===== src/rtl/ptw_pkg.sv =====
package ptw_pkg;
  typedef enum logic [2:0] {
    ST_IDLE,
    ST_RD_OUT,
    ST_WT_OUT,
    ST_RD_IN,
    ST_WT_IN,
    ST_DONE,
    ST_FAULT
  } walk_state_e;
endpackage


===== src/rtl/ptw_entry_addr.sv =====
module ptw_entry_addr #(
  parameter int AW     = 32,
  parameter int IDX_W  = 12,
  parameter int ENT_SH = 2
) (
  input  logic [AW-1:0]    base_i,
  input  logic [IDX_W-1:0] idx_i,
  output logic [AW-1:0]    addr_o
);
  localparam int PAD_W = AW - IDX_W;

  assign addr_o = base_i + ({{PAD_W{1'b0}}, idx_i} << ENT_SH);
endmodule


===== src/rtl/ptw_ctrl.sv =====
module ptw_ctrl
  import ptw_pkg::*;
(
  input  logic        clk_i,
  input  logic        rst_ni,
  input  logic        req_i,
  input  logic        mem_valid_i,
  input  logic        entry_ok_i,
  output walk_state_e state_o,
  output logic        accept_o,
  output logic        ld_tbl_o,
  output logic        ld_pa_o
);
  walk_state_e state_q, state_d;

  always_comb begin
    state_d = state_q;
    unique case (state_q)
      ST_IDLE:   if (req_i) state_d = ST_RD_OUT;
      ST_RD_OUT: state_d = ST_WT_OUT;
      ST_WT_OUT: if (mem_valid_i) state_d = entry_ok_i ? ST_RD_IN : ST_FAULT;
      ST_RD_IN:  state_d = ST_WT_IN;
      ST_WT_IN:  if (mem_valid_i) state_d = entry_ok_i ? ST_DONE : ST_FAULT;
      ST_DONE:   state_d = ST_IDLE;
      ST_FAULT:  state_d = ST_IDLE;
      default:   state_d = ST_IDLE;
    endcase
  end

  always_ff @(posedge clk_i or negedge rst_ni) begin
    if (!rst_ni) state_q <= ST_IDLE;
    else         state_q <= state_d;
  end

  assign state_o  = state_q;
  assign accept_o = (state_q == ST_IDLE) && req_i;
  assign ld_tbl_o = (state_q == ST_WT_OUT) && mem_valid_i && entry_ok_i;
  assign ld_pa_o  = (state_q == ST_WT_IN) && mem_valid_i && entry_ok_i;
endmodule


===== src/rtl/pt_walker.sv =====
module pt_walker
  import ptw_pkg::*;
#(
  parameter int VA_W  = 32,
  parameter int OUT_W = 12,
  parameter int IN_W  = 10,
  parameter int OFF_W = 10
) (
  input  logic            clk_i,
  input  logic            rst_ni,
  input  logic            req_i,
  input  logic [VA_W-1:0] vaddr_i,
  input  logic [VA_W-1:0] root_base_i,
  output logic            mem_req_o,
  output logic [VA_W-1:0] mem_addr_o,
  input  logic            mem_valid_i,
  input  logic [VA_W-1:0] mem_rdata_i,
  output logic            busy_o,
  output logic            done_o,
  output logic            fault_o,
  output logic [VA_W-1:0] paddr_o
);
  localparam int OUT_LO = IN_W + OFF_W;
  localparam int IN_LO  = OFF_W;
  localparam int BASE_W = VA_W - OFF_W;

  walk_state_e state;
  logic        accept, ld_tbl, ld_pa;
  logic [VA_W-1:0] va_q, root_q, tbl_q, paddr_q;
  logic [VA_W-1:0] out_addr, in_addr;
  logic [BASE_W-1:0] ent_base;
  logic entry_ok;
  logic unused_rsvd;

  assign entry_ok    = mem_rdata_i[0];
  assign ent_base    = mem_rdata_i[VA_W-1:OFF_W];
  assign unused_rsvd = ^mem_rdata_i[OFF_W-1:1];

  ptw_ctrl u_ctrl (
    .clk_i       (clk_i),
    .rst_ni      (rst_ni),
    .req_i       (req_i),
    .mem_valid_i (mem_valid_i),
    .entry_ok_i  (entry_ok),
    .state_o     (state),
    .accept_o    (accept),
    .ld_tbl_o    (ld_tbl),
    .ld_pa_o     (ld_pa)
  );

  ptw_entry_addr #(.AW(VA_W), .IDX_W(OUT_W), .ENT_SH(2)) u_out_addr (
    .base_i (root_q),
    .idx_i  (va_q[VA_W-1:OUT_LO]),
    .addr_o (out_addr)
  );

  ptw_entry_addr #(.AW(VA_W), .IDX_W(IN_W), .ENT_SH(2)) u_in_addr (
    .base_i (tbl_q),
    .idx_i  (va_q[OUT_LO-1:IN_LO]),
    .addr_o (in_addr)
  );

  always_ff @(posedge clk_i or negedge rst_ni) begin
    if (!rst_ni) begin
      va_q    <= '0;
      root_q  <= '0;
      tbl_q   <= '0;
      paddr_q <= '0;
    end else begin
      if (accept) begin
        va_q    <= vaddr_i;
        root_q  <= root_base_i;
        paddr_q <= '0;
      end
      if (ld_tbl) tbl_q   <= {ent_base, {OFF_W{1'b0}}};
      if (ld_pa)  paddr_q <= {ent_base, va_q[OFF_W-1:0]};
    end
  end

  assign mem_req_o  = (state == ST_RD_OUT) || (state == ST_RD_IN);
  assign mem_addr_o = (state == ST_RD_IN) ? in_addr : out_addr;
  assign busy_o     = (state != ST_IDLE);
  assign done_o     = (state == ST_DONE);
  assign fault_o    = (state == ST_FAULT);
  assign paddr_o    = paddr_q;
endmodule


===== config.mk =====
export PLATFORM = sky130hd
export DESIGN_NAME = pt_walker
export DESIGN_NICKNAME = d
export VERILOG_FILES = /design/src/rtl/ptw_pkg.sv /design/src/rtl/ptw_entry_addr.sv /design/src/rtl/ptw_ctrl.sv /design/src/rtl/pt_walker.sv
export SDC_FILE = /design/constraint.sdc
export NUM_CORES = 1
export LEC_CHECK = 0
export BUFFER_PORTS_ARGS = -buffer_cell sky130_fd_sc_hd__clkbuf_2
export CAP_MARGIN = 20
export CORE_UTILIZATION = 40
export DETAILED_ROUTE_END_ITERATION = 10
export PLACE_DENSITY = 0.66
export SLEW_MARGIN = 20
export SYNTH_ARGS = -nofsm -noshare
export SYNTH_HDL_FRONTEND = slang
export SYNTH_SLANG_ARGS = --single-unit

===== constraint.sdc =====
create_clock -name clk_i -period 3.04 [get_ports clk_i]
set_clock_uncertainty 0.2 [all_clocks]
set_input_delay 0.608 -clock clk_i [delete_from_list [all_inputs] [get_ports clk_i]]
set_output_delay 0.608 -clock clk_i [all_outputs]
set_load 0.02 [all_outputs]

==> results.yml <==
logic_synthesis:
  synth.ff_latch_count: 121
  synth.avg_cell_area_um2: 11.55
  yosysMostFrequentCell: "sky130_fd_sc_hd__dfrtp_1"
  synth_commonest_cells: "sky130_fd_sc_hd__dfrtp_1 (121), sky130_fd_sc_hd__mux2_2 (84), sky130_fd_sc_hd__a21oi_1 (35)"
  synth_fp_nets: 639
  ys_seq_area_frac: 0.5013
  unique_masters_post_synth: 42
  synth_area_leader_cell: "sky130_fd_sc_hd__dfrtp_1"
  dominantRegCellSynth: "sky130_fd_sc_hd__dfrtp_1"
  synth_top_area_share: 0.5013
  syn-cell-area_um2: 6040
  postSynthCellCount: 523
  synth_top_cells_by_area: "sky130_fd_sc_hd__dfrtp_1 (50%), sky130_fd_sc_hd__mux2_2 (16%), sky130_fd_sc_hd__a22o_1 (4.6%)"
  synthArstFlopShare: 1.000
  yosys_warnings: 0
  synth_enable_flop_cells: 0
place:
  dpl.hpwl_mm: 11.35
  globalplace.congestion: 0.8114
  buffers_added_on_ports: 158
  place_worst_setup_slack_ps: -280.3
power:
  switchingPower_uw: 4866
  power.share.switching: 0.4129
  cellPowerDensity_nw_per_um2: 1387
  ir_worst_vdd_uv: 657.1
  comb_power_share: 0.576
  leakage_power_uw: 0.003887
  share_clk_of_total_power: 0.167
  internal_power_uw: 6919
  seq_pwr_share: 0.258
  p_total_uw: 11780
clock_tree:
  max-clock-path-buffers: 2
  clock_latency_ps: 410
  cts_root_buf: "sky130_fd_sc_hd__clkbuf_16"
  cts-htree-levels: 4
  clock_sink_count: 121
  clkTransAtPathRegs_ps: 60
  numCtsBuffers: 17
  cts_tree: "built"
global_routing:
  globalRoute.totalOverflow: 0
  grt_first_pass_wirelength_mm: 25.67
  grt_max_degree: 67
  grt_pass1_vias: 5107
  grt.total_usage: 0.2112
  grt_antenna_before_repair: 0
floorplanning:
  floorplan_row_count: 44
  height_of_the_die_um: 124.9
  die_area_um2: 15590
  die-width_um: 124.9
  initial_utilization: 0.4124
  core-area_um2: 14640
  num_io_pins: 168
sta:
  rsz0062_at_grt: "true"
  worst_slew_margin: 0.4950
  fmax_mhz: 279.5
  final_max_slew_viol_count: 0
  max_slew.worst_pin.slew_ps: 755.8
  final.period_utilization: 1.177
  crit_path_setup_slack_layout_ps: -538.3
  finalSetupViolations: 25
  hold_viol_final: 0
  timing.final.crit_period_ps: 3578
setup_path:
  maximum_fanout_along_the_worst_path: 5
  startpoint_type: "flop"
  crit_required_ps: 2230
  endpoint_kind: "primary output"
  cp-startpoint: "root_q[2]$_DFFE_PN0P_"
  worst_ep_arrival_time_ps: 2770
  rr_endpoint: "root_q[3]$_DFFE_PN0P_"
  reg2reg_from: "u_ctrl.state_o[0]$_DFFE_PN0P_"
  reg2reg_path_depth: 4
  critical_path_class: "reg2out"
  setup.reg_to_reg.worst_slack_ps: 800
min_path:
  timing.hold.worst_endpoint: "va_q[1]$_DFFE_PN0P_"
  hold_depth: 2
  origin_of_the_worst_min_delay_path: "vaddr_i[1]"
  min-delay-path-class: "in2reg"
detailed_routing:
  drt_wl_total_mm: 15.89
  final_antenna_net_count: 0
  drt_iter0_markers: 219
  detailedRoute.firstPassIterationCount: 8
  dr_total_vias: 4847
  vias_per_cell: 5.268
  remaining_drc_errors: 20
  avgRoutedWirePerCell_um: 17.27
outcome:
  run_status: "complete, but fails checks"
  failed_checks: "DRC, setup timing"
cells_and_area:
  nNetsFinal: 839
  fillers: 1224
  antenna_cells: 0
  final_layout_size_suffix_gt1_frac: 0.5313
  area_growth_pct: 40.67
job:
  drv_cap: 0
## stage by stage
| step | std cells | TNS [ps] | hold WS [ps] | utilization | cell area, um2 |
|---|---|---|---|---|---|
| floorplan | 523 | 0 | 112.4 | - | 6103 |
| CTS | 918 | -11400 | 207.8 | 0.5697 | 8343 |
| global placement | 877 | -2834 | 278.2 | 0.5017 | 7347 |
| global route | 920 | -13670 | 213.8 | 0.5801 | 8496 |
| detailed placement | 877 | -3782 | 282.2 | 0.5021 | 7352 |
| finish | 920 | -10830 | 223.9 | 0.5801 | 8496 |
## critical path, stage by stage (launching register included)
cell and delay, ps:
sky130_fd_sc_hd__dfrtp_1 390, sky130_fd_sc_hd__ha_2 210, sky130_fd_sc_hd__fa_2 350, sky130_fd_sc_hd__a21o_1 190, sky130_fd_sc_hd__a311o_1 300, sky130_fd_sc_hd__a21oi_4 240
sky130_fd_sc_hd__o21ai_4 140, sky130_fd_sc_hd__nand3_2 130, sky130_fd_sc_hd__xor2_2 160, sky130_fd_sc_hd__a21oi_2 80, sky130_fd_sc_hd__clkbuf_8 160
## sequential cells by signal, indices dropped and copies added, names as in the netlist
name,cells
root_q,32
tbl_q,22
va_q,32
paddr_o,32
u_ctrl.state_o,3
## how the worst max path moves through the flow
stage | end | slack, ps | depth (start not counted)
finish | mem_addr_o[24] | -540 | 10
global route | mem_addr_o[23] | -650 | 9
CTS | mem_addr_o[18] | -590 | 10
detailed placement | mem_addr_o[30] | -280 | 10
global placement | mem_addr_o[30] | -230 | 10
floorplan | mem_addr_o[21] | 20 | 8
## timing repair
item | in CTS | in global routing
endpoints found under the setup margin | 25 | 26
setup buffers | 7 | 3
pin swaps | 44 | 27
endpoints found under the hold margin | 23 | 0
gates resized for setup | 80 | 42
cloned | 1 | 0
hold buffers | 1 | 0
## cells by family (layout without fill, tap and decap cells)
kind of cell,Yosys count,in the layout,synth area share
mux,84,84,0.1566
xor+xnor,44,44,0.06381
flops,121,121,0.5013
fa+ha+maj,16,16,0.03563
compound gates,108,109,0.1197
simple gates,121,121,0.1030
buf+inv,29,241,0.01989
## power groups by stage
stage               logic [uW]  registers, uW  clock network [uW]
floorplan                 3580           3030                   0
global placement          5480           2970                   0
detailed placement        5620           3010                   0
CTS                       6480           3020                2010
finish                    6790           3040                1960
global route              7280           3140                2080
## cell type report
cell class | instances | area, um2 | share of cell area
multi-input cells | 374 | 3283 | 0.3865
flip-flops and latches | 121 | 3028 | 0.3564
repair buffers | 203 | 1350 | 0.1589
clock buffers | 20 | 456.7 | 0.05376
well taps | 184 | 230.2 | 0.02710
clock inverters | 12 | 125.1 | 0.01473
inverters | 6 | 22.52 | 0.002651
## layer usage
layer / GRT usage / part of all wire
met1: 0.2559 / 0.42
met2: 0.3572 / 0.50
met3: 0.06615 / 0.066
met4: 0.06815 / 0.016
met5: 0 / 0
## placed cells by master (no fill, tap or decap), types with 12 or more instances in the layout
| cell | count |
|---|---|
| sky130_fd_sc_hd__nor2_1 | 29 |
| sky130_fd_sc_hd__clkbuf_8 | 13 |
| sky130_fd_sc_hd__buf_4 | 45 |
| sky130_fd_sc_hd__xnor2_1 | 22 |
| sky130_fd_sc_hd__mux2_2 | 84 |
| sky130_fd_sc_hd__a22o_1 | 32 |
| sky130_fd_sc_hd__clkbuf_2 | 131 |
| sky130_fd_sc_hd__clkbuf_16 | 17 |
| sky130_fd_sc_hd__a21oi_1 | 12 |
| sky130_fd_sc_hd__o21ai_0 | 12 |
| sky130_fd_sc_hd__a21oi_2 | 21 |
| sky130_fd_sc_hd__nand2_1 | 32 |
| sky130_fd_sc_hd__dfrtp_1 | 121 |
| sky130_fd_sc_hd__nand3_1 | 14 |
Power figures use the tool's default switching activity.
